$ cat config.mk
export PLATFORM = sky130hd
export DESIGN_NAME = seg_refresh_scanner
export DESIGN_NICKNAME = d
export VERILOG_FILES = /design/src/rtl/scan_pkg.sv /design/src/rtl/edge_sync.sv /design/src/rtl/line_counter.sv /design/src/rtl/line_fetch.sv /design/src/rtl/seg_refresh_scanner.sv
export SDC_FILE = /design/constraint.sdc
export NUM_CORES = 1
export LEC_CHECK = 0
export ABC_AREA = 0
export BUFFER_PORTS_ARGS = -buffer_cell sky130_fd_sc_hd__buf_2
export CAP_MARGIN = 20
export CORE_UTILIZATION = 51
export DETAILED_ROUTE_END_ITERATION = 12
export PLACE_DENSITY = 0.76
export SETUP_SLACK_MARGIN = 0.05
export SLEW_MARGIN = 20
export SYNTH_ARGS = -nofsm -noshare
export SYNTH_HDL_FRONTEND = slang
export SYNTH_SLANG_ARGS = --single-unit
$ cat constraint.sdc
create_clock -name clk -period 1.7 [get_ports clk]
set_input_delay 0.085 -clock clk [delete_from_list [all_inputs] [get_ports clk]]
set_output_delay 0.085 -clock clk [all_outputs]
set_load 0.02 [all_outputs]
$ cat src/rtl/scan_pkg.sv
package scan_pkg;
   typedef enum logic [1:0] {
      LVL_V1 = 2'd0,
      LVL_V2 = 2'd1,
      LVL_V3 = 2'd2,
      LVL_V4 = 2'd3
   } lvl_e;

   // drive level from dot state and polarity
   function automatic lvl_e lvl_code(input logic dot, input logic pol);
      return lvl_e'({~dot, ~pol});
   endfunction
endpackage

$ cat src/rtl/edge_sync.sv
module edge_sync #(
   parameter int W   = 1,
   parameter int STG = 2
) (
   input  logic         clk,
   input  logic         rst_n,
   input  logic [W-1:0] async_i,
   output logic [W-1:0] lvl_o,
   output logic [W-1:0] rise_o,
   output logic [W-1:0] fall_o
);
   if (STG < 2) begin : g_bad_stg
      $error("edge_sync needs at least two stages");
   end

   logic [STG-1:0][W-1:0] stg_q;
   logic [W-1:0]          prev_q;

   always_ff @(posedge clk or negedge rst_n) begin
      if (!rst_n) begin
         stg_q  <= '0;
         prev_q <= '0;
      end else begin
         stg_q[0] <= async_i;
         for (int i = 1; i < STG; i++) stg_q[i] <= stg_q[i-1];
         prev_q <= stg_q[STG-1];
      end
   end

   assign lvl_o  = stg_q[STG-1];
   assign rise_o = stg_q[STG-1] & ~prev_q;
   assign fall_o = ~stg_q[STG-1] & prev_q;
endmodule

$ cat src/rtl/line_counter.sv
module line_counter #(
   parameter int LINE_W = 6
) (
   input  logic              clk,
   input  logic              rst_n,
   input  logic              preset_i,
   input  logic              step_i,
   input  logic [LINE_W-1:0] start_i,
   output logic [LINE_W-1:0] line_o
);
   always_ff @(posedge clk or negedge rst_n) begin
      if (!rst_n)        line_o <= '0;
      else if (preset_i) line_o <= start_i;
      else if (step_i)   line_o <= line_o + 1'b1;
   end
endmodule

$ cat src/rtl/line_fetch.sv
module line_fetch #(
   parameter int NCOL   = 64,
   parameter int LINE_W = 6,
   parameter int BYTE_W = 8,
   localparam int COL_W  = $clog2(NCOL),
   localparam int BIT_W  = $clog2(BYTE_W),
   localparam int PAGE_W = LINE_W - BIT_W,
   localparam int ADDR_W = PAGE_W + COL_W
) (
   input  logic              clk,
   input  logic              rst_n,
   input  logic              go_i,
   input  logic [LINE_W-1:0] line_i,
   output logic              ram_rd_o,
   output logic [ADDR_W-1:0] ram_addr_o,
   input  logic [BYTE_W-1:0] ram_rdata_i,
   output logic [NCOL-1:0]   row_o
);
   logic              busy_q, vld_q;
   logic [COL_W-1:0]  col_q, col_d;
   logic [LINE_W-1:0] sel_q;

   always_ff @(posedge clk or negedge rst_n) begin
      if (!rst_n) begin
         busy_q <= 1'b0;
         col_q  <= '0;
         sel_q  <= '0;
      end else if (go_i) begin
         busy_q <= 1'b1;
         col_q  <= '0;
         sel_q  <= line_i;
      end else if (busy_q) begin
         if (col_q == COL_W'(NCOL - 1)) busy_q <= 1'b0;
         col_q <= col_q + 1'b1;
      end
   end

   always_ff @(posedge clk or negedge rst_n) begin
      if (!rst_n) begin
         vld_q <= 1'b0;
         col_d <= '0;
         row_o <= '0;
      end else begin
         vld_q <= busy_q;
         col_d <= col_q;
         if (vld_q) row_o[col_d] <= ram_rdata_i[sel_q[BIT_W-1:0]];
      end
   end

   assign ram_rd_o   = busy_q;
   assign ram_addr_o = {sel_q[LINE_W-1:BIT_W], col_q};
endmodule

$ cat src/rtl/seg_refresh_scanner.sv
module seg_refresh_scanner #(
   parameter int NCOL     = 64,
   parameter int LINE_W   = 6,
   parameter int BYTE_W   = 8,
   parameter int SYNC_STG = 2,
   localparam int COL_W  = $clog2(NCOL),
   localparam int BIT_W  = $clog2(BYTE_W),
   localparam int ADDR_W = LINE_W - BIT_W + COL_W
) (
   input  logic                clk,
   input  logic                rst_n,
   input  logic                frm_i,
   input  logic                cl_i,
   input  logic                pol_i,
   input  logic                col_dir_i,
   input  logic                disp_on_i,
   input  logic [LINE_W-1:0]   start_line_i,
   output logic                ram_rd_o,
   output logic [ADDR_W-1:0]   ram_addr_o,
   input  logic [BYTE_W-1:0]   ram_rdata_i,
   output logic [2*NCOL-1:0]   seg_lvl_o
);
   import scan_pkg::*;

   if (NCOL != (1 << COL_W)) begin : g_bad_ncol
      $error("NCOL must be a power of two");
   end
   if (BYTE_W != (1 << BIT_W) || LINE_W <= BIT_W) begin : g_bad_byte
      $error("BYTE_W must be a power of two below 2**LINE_W");
   end

   logic [2:0] s_lvl, s_rise, s_fall;
   logic       frm_s, pol_s, cl_rise, cl_fall, fetch_go;
   logic [LINE_W-1:0] line_q;
   logic [NCOL-1:0]   shadow_row, disp_lat;

   edge_sync #(.W(3), .STG(SYNC_STG)) u_sync (
      .clk    (clk),
      .rst_n  (rst_n),
      .async_i({pol_i, cl_i, frm_i}),
      .lvl_o  (s_lvl),
      .rise_o (s_rise),
      .fall_o (s_fall)
   );

   assign frm_s   = s_lvl[0];
   assign pol_s   = s_lvl[2];
   assign cl_rise = s_rise[1];
   assign cl_fall = s_fall[1];

   line_counter #(.LINE_W(LINE_W)) u_line (
      .clk     (clk),
      .rst_n   (rst_n),
      .preset_i(frm_s),
      .step_i  (cl_fall),
      .start_i (start_line_i),
      .line_o  (line_q)
   );

   // fetch starts once the counter holds the new line
   always_ff @(posedge clk or negedge rst_n) begin
      if (!rst_n) fetch_go <= 1'b0;
      else        fetch_go <= cl_fall;
   end

   line_fetch #(.NCOL(NCOL), .LINE_W(LINE_W), .BYTE_W(BYTE_W)) u_fetch (
      .clk        (clk),
      .rst_n      (rst_n),
      .go_i       (fetch_go),
      .line_i     (line_q),
      .ram_rd_o   (ram_rd_o),
      .ram_addr_o (ram_addr_o),
      .ram_rdata_i(ram_rdata_i),
      .row_o      (shadow_row)
   );

   always_ff @(posedge clk or negedge rst_n) begin
      if (!rst_n)       disp_lat <= '0;
      else if (cl_rise) disp_lat <= disp_on_i ? shadow_row : '0;
   end

   for (genvar j = 0; j < NCOL; j++) begin : g_seg
      logic dot;
      assign dot = col_dir_i ? disp_lat[j] : disp_lat[NCOL-1-j];
      always_ff @(posedge clk or negedge rst_n) begin
         if (!rst_n) seg_lvl_o[2*j +: 2] <= LVL_V4;
         else        seg_lvl_o[2*j +: 2] <= lvl_code(dot, pol_s);
      end
   end
endmodule

==> results of run 1 <==
-- what timing repair did --
item	4_1_cts	5_1_grt
gates resized for setup	3	5
setup endpoints to repair	128	128
hold buffers	11	0
cloned	0	0
hold endpoints to repair	182	0
-- where the power goes --
group	internal (mW)	switching (mW)	leakage, nW
combinational	1.02	1.30	1.94
clock	2.83	1.99	0.368
sequential	6.03	0.396	2.85
total	9.87	3.68	5.16
-- critical path, cell delays in order, from the launching register on --
cell and delay [ns]:
dfrtp_2 0.39, mux4_2 0.50, mux2_4 0.32, buf_12 0.19, mux2_4 0.28
-- worst max-delay path by stage --
stage                                 start                             to  cells after the start
2_1_floorplan  u_fetch.sel_q[0]$_DFFE_PN0P_  u_fetch.row_o[48]$_DFFE_PN0P_                      4
3_3_place_gp   u_fetch.sel_q[0]$_DFFE_PN0P_  u_fetch.row_o[22]$_DFFE_PN0P_                      4
3_5_place_dp   u_fetch.sel_q[0]$_DFFE_PN0P_  u_fetch.row_o[16]$_DFFE_PN0P_                      4
4_1_cts        u_fetch.sel_q[0]$_DFFE_PN0P_   u_fetch.row_o[7]$_DFFE_PN0P_                      4
5_1_grt        u_fetch.sel_q[0]$_DFFE_PN0P_  u_fetch.row_o[44]$_DFFE_PN0P_                      4
6_report       u_fetch.sel_q[0]$_DFFE_PN0P_   u_fetch.row_o[7]$_DFFE_PN0P_                      4
-- layout by cell type, fill, tap and decap left out, types with 2 or more instances in the layout --
cell type      count
clkbuf_8           3
xnor2_1            2
a31oi_1            2
o21ai_0           69
nand2_1          134
dlygate4sd3_1     11
buf_2            156
ha_1               2
nand3_1            4
inv_1              4
clkbuf_16         25
clkinv_2           7
buf_12             8
mux2_4            58
nand4_1            4
or3b_2             3
nor2_1            70
mux2_2            13
or3_1              3
mux4_2             2
dfrtp_1          161
buf_4             27
clkbuf_1           9
nand4b_1           4
dfstp_2           65
xor2_1             4
nand4bb_1          3
mux2i_1           66
nand3b_1           4
-- registers in the layout, indices dropped and copies added (netlist names), 3 cells and up --
signal,count
u_fetch.row_o,64
u_fetch.col_d,6
disp_lat,64
u_sync.stg_q,3
u_line.line_o,6
u_fetch.sel_q,6
u_fetch.col_q,6
u_sync.lvl_o,3
seg_lvl_o,65
-- layout make-up --
| type | count | area, um^2 |
|---|---|---|
| tap | 229 | 286.5 |
| timing repair buffer | 203 | 1269 |
| inverter | 4 | 15.01 |
| sequential | 227 | 5763 |
| clock buffer | 37 | 700.7 |
| clock inverter | 7 | 35.03 |
| multi-input combinational | 458 | 3198 |
| fill | 1431 | 7003 |
-- per-stage QoR --
stage	util, %	hold slack [ns]
final	61.67	0.03604
after global routing	61.67	0.05935
after CTS	61.57	0.02255
after detailed placement	56.88	0.008391
after global placement	56.88	0.01409
after floorplan	-	-0.2106
-- routing by layer --
| metal | global-route usage, % | vias up | routed length, um |
|---|---|---|---|
| met1 | 25.08 | 2840 | 7784 |
| met2 | 31.31 | 132 | 8561 |
| met3 | 2.650 | 25 | 677 |
| li1 | - | 2829 | - |
| met4 | 5.088 | 0 | 314 |
| met5 | 0 | - | 0 |
-- cells by family after synthesis --
| family | Yosys count | share of synthesized area, % |
|---|---|---|
| buffers and inverters | 122 | 7.835 |
| muxes | 139 | 17.24 |
| xor gates and xnor gates | 6 | 0.5448 |
| adders and majority gates | 2 | 0.2594 |
| DFF | 227 | 59.74 |
| and+or+nand+nor | 236 | 10.38 |
| AOI/OAI and AO/OA | 75 | 4.008 |
==> flow_summary.yaml, run 1 <==
run_status:
  status: "complete, but fails checks"
  violations: "setup timing"
critical_path:
  r2r_start: "u_fetch.sel_q[0]$_DFFE_PN0P_"
  crit_type: "reg -> reg"
  rr_worst_depth: 4
  cp.arrival_ns: 2.18
  cp.required_ns: 2.08
  reg2reg_to: "u_fetch.row_o[7]$_DFFE_PN0P_"
  cp_max_fo: 46
  start_kind: "register"
  ff2ff_setup_slack_ns: -0.09
  end_kind: "register"
synth:
  synth_common_cells: "162 x dfrtp_1, 134 x nand2_1, 71 x nor2_1"
  post_synth_num_cell_types: 35
  synth_edf_count: 0
  synth.most_common_cell: "dfrtp_1"
  synth-main-ff-cell: "dfrtp_1"
  syn-cell-area_um2: 9646
  synth_top_cell_area_share_pct: 42.03
  async_flop_share_pct: 100.0
  yosys.area.top_type: "dfrtp_1"
  ys_ff_latch: 227
  synth_nets: 830
  synth_seq_area_share_pct: 59.74
  yosys-top-cells-area: "dfrtp_1 42%, dfstp_2 18%, mux2i_1 6.8%"
  syn-instance-count: 807
  yosys_warnings: 0
  syn_avg_cell_area_um2: 11.95
sta:
  rsz0062_at_grt: "yes"
  finalCritPeriodShare_pct: 105.4
  worst_slew_pin_slew_ns: 0.4866
  period_minus_slack_ns: 1.792
  finalWorstSetupSlack_ns: -0.09205
  setup_viol: 64
  setup_tns_ns: -4.720
  finalHoldViolations: 0
  slew_viol_final: 0
  slew_headroom_pct: 67.56
  fmax_ghz: 0.5580
  finClkSkew_ns: 0.01131
cells_and_area:
  insertedDiodeCount: 0
  stdcell_area_um2: 11270
  instances_no_fill: 1165
  nets: 941
  syn_to_final_growth_pct: 16.81
  drive_gt1_share_pct: 39.74
die:
  io_pins: 159
  core_um2: 18270
  start_util_pct: 52.79
  die_h_um: 139.5
  dieArea_um2: 19470
  num_rows: 49
  die_w_um: 139.5
placed_design:
  gp_congestion: 0.7477
  placed_cells: 1110
  dp_slack_ns: -0.1179
  portBuffers: 158
  postPlaceCellArea_um2: 10390
  place.detailed.hpwl_um: 11550
clock_network:
  cts_tree: "yes"
  ctsHtreeMaxLevel: 1
  cts_setup_buffers: 0
  clock_sinks: 227
  clk_pin_slew_ns: 0.06
  clk_latency_ns: 0.51
  root_buffer: "clkbuf_16"
  ctsLongestPathBuffers: 3
  cts_made_buffers: 24
global_routing:
  grt_pass1_vias: 5861
  grt_max_degree: 69
  track_usage_pct: 18.52
  grt_pass1_wl_um: 29260
  antenna_found_initial: 0
  gr-total-overflow: 0
drt:
  drt_first_pass_iters: 4
  drtIter0Drc: 279
  num_vias: 5826
  postRouteWirelength_um: 17340
  drc: 0
  ant_nets: 0
  avgRoutedWirePerCell_um: 14.88
  vias_per_cell: 5.001
power:
  total_power_mw: 13.56
  ir_worst_vdd_v: 0.0008101
  p_per_area_nw_per_um2: 1203
  p_leak_nw: 5.158
worst_hold_path:
  hp-class: "in -> reg"
  worstHoldEndpoint: "disp_lat[39]$_DFFE_PN0P_"
  min-delay-start: "disp_on_i"
  min_path_cells: 3
run:
  drv_cap: 0
Note: power is estimated with default switching activity, not from simulation.
==> inputs of run 2 (changes only) <==
--- a/config.mk
+++ b/config.mk
@@ -10,7 +10,7 @@
 export CAP_MARGIN = 20
 export CORE_UTILIZATION = 51
 export DETAILED_ROUTE_END_ITERATION = 12
-export PLACE_DENSITY = 0.76
+export PLACE_DENSITY = 0.74
 export SETUP_SLACK_MARGIN = 0.05
 export SLEW_MARGIN = 20
 export SYNTH_ARGS = -nofsm -noshare
==> flow_summary.yaml, run 2 (synthesized netlist as in run 1, its figures left out) <==
cells_and_area:
  top_register: "seg_lvl_o"
  drive_gt1_share_pct: 39.66
  largest_register_ffs: 65
  insertedDiodeCount: 0
  reg_top3: "seg_lvl_o (65), disp_lat (64), u_fetch.row_o (64)"
  mostFrequentLayoutCell: "dfrtp_1"
  fill_cells: 1431
  syn_to_final_growth_pct: 17.50
  final_cell_mix: "162 x dfrtp_1, 156 x buf_2, 134 x nand2_1, 70 x nor2_1, 69 x o21ai_0"
  nets: 938
drt:
  drtIter0Drc: 252
  vias_per_cell: 5.024
  ant_nets: 0
  avgRoutedWirePerCell_um: 15.25
  drt_first_pass_iters: 4
  num_vias: 5838
  drc: 0
  postRouteWirelength_um: 17720
critical_path:
  end_kind: "register"
  cp_max_fo: 44
  cp.arrival_ns: 2.24
  start_kind: "register"
  cp.required_ns: 2.08
  cp_num_buf_inv: 1
  r2r_start: "u_fetch.sel_q[0]$_DFFE_PN0P_"
  reg2reg_to: "u_fetch.row_o[17]$_DFFE_PN0P_"
  slowest_stage: "mux4_2"
  cp_cell_sequence: "mux4_2, mux2_4, buf_12, mux2_2"
  rr_worst_depth: 4
  ff2ff_setup_slack_ns: -0.15
  crit_type: "reg -> reg"
  critPathTopFamily: "multiplexers"
  critPathMaxStageDelay_ns: 0.52
global_routing:
  gr-total-overflow: 0
  grt_max_degree: 81
  grt_pass1_vias: 5960
  antenna_found_initial: 0
  track_usage_pct: 18.95
  grt_pass1_wl_um: 29670
sta:
  fmax_ghz: 0.5400
  finalHoldViolations: 0
  finalCritPeriodShare_pct: 108.9
  worst_slew_pin_slew_ns: 0.5187
  hold_slack_ns: 0.03294
  slew_headroom_pct: 65.42
  period_minus_slack_ns: 1.852
  slew_viol_final: 0
  rsz0062_at_grt: "yes"
  finalWorstSetupSlack_ns: -0.1517
  setup_tns_ns: -7.872
  finClkSkew_ns: 0.008557
  setup_viol: 64
placed_design:
  place.detailed.hpwl_um: 11770
  portBuffers: 158
  gp_congestion: 0.7305
  dp_slack_ns: -0.1390
clock_network:
  ctsLongestPathBuffers: 3
  cts_tree: "yes"
  clk_pin_slew_ns: 0.06
  cts_made_buffers: 24
  root_buffer: "clkbuf_16"
  clk_latency_ns: 0.50
  clock_sinks: 227
  ctsHtreeMaxLevel: 1
run_status:
  violations: "setup timing"
  status: "complete, but fails checks"
worst_hold_path:
  min_path_cells: 3
  worstHoldEndpoint: "disp_lat[52]$_DFFE_PN0P_"
  hp-class: "in -> reg"
  min-delay-start: "disp_on_i"
power:
  p_sw_share_pct: 26.82
  intPower_mw: 10.16
  pwr-share-comb_pct: 16.9
  p_clk_share_pct: 36.9
  p_leak_nw: 5.180
  ir_worst_vdd_v: 0.0007153
  p_per_area_nw_per_um2: 1225
  p_switching_mw: 3.723
  seq_power_share_pct: 46.2
die:
  start_util_pct: 52.79
  dieArea_um2: 19470
  num_rows: 49
  die_h_um: 139.5
  die_w_um: 139.5
  core_um2: 18270
  io_pins: 159
run:
  drv_cap: 0
[run 2: changes by cell type in the layout (fill, tap and decap cells not counted)]
| cell | change |
|---|---|
| mux2_2 | +2 |
| bufinv_16 | +1 |
| mux2_4 | -2 |
| buf_12 | +3 |
| clkbuf_1 | -1 |
| buf_4 | -6 |
| clkinv_4 | +1 |
| clkinv_2 | -4 |
| clkbuf_8 | +3 |
| or4b_1 | -1 |
| dfrtp_1 | +1 |
| dfrtp_2 | -1 |
| or4b_4 | +1 |
[run 2: worst max-delay path by stage]
stage,startpoint,end,cells after the start
after floorplan,u_fetch.sel_q[0]$_DFFE_PN0P_,u_fetch.row_o[48]$_DFFE_PN0P_,4
after global routing,u_fetch.sel_q[0]$_DFFE_PN0P_,u_fetch.row_o[17]$_DFFE_PN0P_,4
after CTS,u_fetch.sel_q[0]$_DFFE_PN0P_,u_fetch.row_o[17]$_DFFE_PN0P_,4
after detailed placement,u_fetch.sel_q[0]$_DFFE_PN0P_,u_fetch.row_o[17]$_DFFE_PN0P_,4
after global placement,u_fetch.sel_q[0]$_DFFE_PN0P_,u_fetch.row_o[18]$_DFFE_PN0P_,4
final,u_fetch.sel_q[0]$_DFFE_PN0P_,u_fetch.row_o[17]$_DFFE_PN0P_,4
[run 2: final cells by class]
class                      instances  area, um^2  area share (%)
clock buffer                      39       738.2           6.514
inverter                           4       15.01          0.1325
timing repair buffer             200        1284           11.33
multi-input combinational        458        3194           28.18
tap                              229       286.5           2.528
clock inverter                     5       53.80          0.4747
sequential                       227        5762           50.84
[run 2: per-stage QoR]
step	std cells	instance area (um^2)	total power [mW]	util (%)
after floorplan	807	9706	8.131	-
after detailed placement	1107	10410	8.831	56.96
after global placement	1107	10410	8.728	56.96
after global routing	1162	11330	14.51	62.03
final	1162	11330	13.89	62.03
after CTS	1162	11310	14.01	61.92
[run 2: worst reg2reg max path, cell delays in order, from the launching register on]
cell and delay [ns]:
dfrtp_1 0.41, mux4_2 0.53, mux2_4 0.32, buf_12 0.19, mux2_2 0.29
[run 2: routing by layer]
| layer | up-vias | routed length, um | part of all wire [%] | track usage, % |
|---|---|---|---|---|
| met5 | - | 0 | 0 | 0 |
| met4 | 0 | 286 | 1.6 | 6.550 |
| met3 | 21 | 743 | 4.2 | 2.787 |
| met2 | 136 | 8760 | 49 | 32.00 |
| met1 | 2852 | 7932 | 45 | 25.08 |
| li1 | 2829 | - | - | - |
[run 2: power by group through the flow]
stage | combinational [mW] | sequential [mW] | clock (mW)
floorplan | 1.55 | 6.58 | 0
global placement | 2.26 | 6.47 | 0
detailed placement | 2.33 | 6.50 | 0
CTS | 2.36 | 6.42 | 5.24
global route | 2.54 | 6.49 | 5.48
finish | 2.34 | 6.42 | 5.12
[run 2: what timing repair did]
action | 4_1_cts | 5_1_grt
setup buffers | 0 | 0
resized for setup | 1 | 5
endpoints found under the hold margin | 199 | 0
hold buffers | 11 | 0
setup endpoints to repair | 128 | 128
pin swaps | 0 | 0
==> inputs of run 3 (changes only) <==
--- a/config.mk
+++ b/config.mk
@@ -10,6 +10,7 @@
 export CAP_MARGIN = 20
 export CORE_UTILIZATION = 51
 export DETAILED_ROUTE_END_ITERATION = 12
+export GPL_TIMING_DRIVEN = 0
 export PLACE_DENSITY = 0.74
 export SETUP_SLACK_MARGIN = 0.05
 export SLEW_MARGIN = 20
==> flow_summary.yaml, run 3 (synthesized netlist as in run 1, its figures left out) <==
drt:
  ant_nets: 0
  num_vias: 6426
  drc: 0
  vias_per_cell: 5.112
  avgRoutedWirePerCell_um: 17.58
  drt_first_pass_iters: 4
  postRouteWirelength_um: 22100
  drtIter0Drc: 379
critical_path:
  critPathMaxStageDelay_ns: 0.66
  cp.required_ns: 1.62
  reg2reg_to: "u_fetch.row_o[59]$_DFFE_PN0P_"
  ff2ff_setup_slack_ns: -0.12
  cp_cell_sequence: "buf_12, buf_12, buf_16, buf_4, buf_6"
  crit_type: "reg -> out"
  critPathTopFamily: "flip-flops"
  cp_max_fo: 8
  end_kind: "output port"
  cp_num_buf_inv: 5
  rr_worst_depth: 4
  slowest_stage: "dfstp_4"
  crit_top_cell: "buf_12"
  start_kind: "register"
  cp.arrival_ns: 1.74
  r2r_start: "u_fetch.sel_q[0]$_DFFE_PN0P_"
run:
  drv_cap: 0
placed_design:
  gp_congestion: 0.7645
  portBuffers: 156
  place.detailed.hpwl_um: 12930
power:
  ir_worst_vdd_v: 0.0009663
  total_power_mw: 14.24
  p_leak_nw: 5.734
  p_per_area_nw_per_um2: 1134
clock_network:
  clk_pin_slew_ns: 0.06
  cts_made_buffers: 24
  clock_sinks: 227
  ctsHtreeMaxLevel: 1
  root_buffer: "clkbuf_16"
  ctsLongestPathBuffers: 3
  clk_latency_ns: 0.51
  cts_tree: "yes"
worst_hold_path:
  min_path_cells: 3
  min-delay-start: "disp_on_i"
  hp-class: "in -> reg"
  worstHoldEndpoint: "disp_lat[58]$_DFFE_PN0P_"
die:
  start_util_pct: 52.79
  die_w_um: 139.5
  die_h_um: 139.5
  io_pins: 159
  num_rows: 49
  core_um2: 18270
  dieArea_um2: 19470
sta:
  worst_slew_pin_slew_ns: 0.6207
  fmax_ghz: 0.5467
  slew_headroom_pct: 58.62
  setup_viol: 115
  hold_slack_ns: 0.03725
  finalWorstSetupSlack_ns: -0.1291
  rsz0062_at_grt: "yes"
  period_minus_slack_ns: 1.829
  slew_viol_final: 0
  finClkSkew_ns: 0.007972
  finalCritPeriodShare_pct: 107.6
  finalHoldViolations: 0
cells_and_area:
  regArea_um2: 5771
  top_register: "seg_lvl_o"
  reg_top3: "seg_lvl_o (65), disp_lat (64), u_fetch.row_o (64)"
  fill_cells: 1289
  largest_register_ffs: 65
  insertedDiodeCount: 0
  final_cell_mix: "158 x dfrtp_1, 134 x nand2_1, 107 x buf_6, 97 x buf_2, 69 x o21ai_0"
  syn_to_final_growth_pct: 30.17
  nets: 1033
  drive_gt1_share_pct: 43.29
  multi_input_area_um2: 3202
  mostFrequentLayoutCell: "dfrtp_1"
global_routing:
  grt_pass1_vias: 6525
  antenna_found_initial: 0
  grt_pass1_wl_um: 35190
  gr-total-overflow: 0
  track_usage_pct: 22.94
  grt_max_degree: 86
run_status:
  status: "complete, but fails checks"
  violations: "setup timing"
==> run 3: cell types whose count changed in the layout (fill, tap and decap cells not counted), moves of 4 or more <==
cell and change:
dfrtp_2 +4, buf_1 +5, buf_6 +107, buf_16 +6, buf_12 -6, buf_4 +14
clkbuf_1 +20, buf_2 -59, dfrtp_1 -4
==> run 3: worst register-to-register path: cells and delay by family, from the launching register on <==
family / cells / cell delay, ns
flops: 1 / 0.39
mux: 3 / 1.13
buf+inv: 1 / 0.18
==> run 3: what timing repair did <==
item,4_1_cts,5_1_grt
hold endpoints to repair,142,0
setup endpoints to repair,192,143
buffers inserted,13,1
gates cloned,4,0
pin swaps,3,0
hold buffers,12,0
gates resized for setup,143,63
==> run 3: how the worst max path moves through the flow <==
stage | slack (ns) | from | cells past startpoint | end
global placement | -3.22 | rst_n | 1 | u_sync.stg_q[0]$_DFF_PN0_
finish | -0.13 | seg_lvl_o[82]$_DFF_PN1_ | 5 | seg_lvl_o[2]
global route | -0.18 | seg_lvl_o[82]$_DFF_PN1_ | 5 | seg_lvl_o[16]
CTS | -0.14 | u_fetch.sel_q[0]$_DFFE_PN0P_ | 4 | u_fetch.row_o[59]$_DFFE_PN0P_
detailed placement | -0.48 | u_sync.lvl_o[1]$_DFF_PN0_ | 6 | disp_lat[53]$_DFFE_PN0P_
floorplan | -0.02 | u_fetch.sel_q[0]$_DFFE_PN0P_ | 4 | u_fetch.row_o[48]$_DFFE_PN0P_
==> run 3: cell type report <==
| class | count | share of cell area (%) |
|---|---|---|
| plain buffers | 108 | 7.145 |
| clock buffers | 37 | 5.580 |
| clock inverters | 7 | 0.4983 |
| inverters | 4 | 0.1196 |
| multi-input cells | 458 | 25.50 |
| flip-flops and latches | 227 | 45.96 |
| well taps | 229 | 2.282 |
| repair buffers | 187 | 12.91 |
==> run 3: stage by stage <==
step / instance area (um^2) / setup TNS [ns] / worst slack, ns / std cells / utilization, %
floorplan: 9706 / -1.251 / -0.02113 / 807 / -
global placement: 10770 / -657.76 / -3.217 / 1192 / 58.96
detailed placement: 10840 / -20.50 / -0.4750 / 1194 / 59.32
CTS: 12410 / -9.756 / -0.1378 / 1259 / 67.92
global route: 12560 / -14.58 / -0.1765 / 1257 / 68.72
finish: 12560 / -8.989 / -0.1291 / 1257 / 68.72
==> run 3: power by group <==
part,total [mW],switching [mW],internal (mW)
registers,6.43,0.400,6.03
clock network,5.04,2.05,2.99
logic,2.77,1.48,1.29
==> run 3: routing by layer <==
metal | share of wire (%) | vias to the layer above | global-route usage [%]
li1 | - | 3021 | -
met4 | 2.7 | 0 | 6.784
met5 | 0 | - | 0
met1 | 43 | 3193 | 30.93
met2 | 50 | 165 | 38.32
met3 | 4.5 | 47 | 3.751
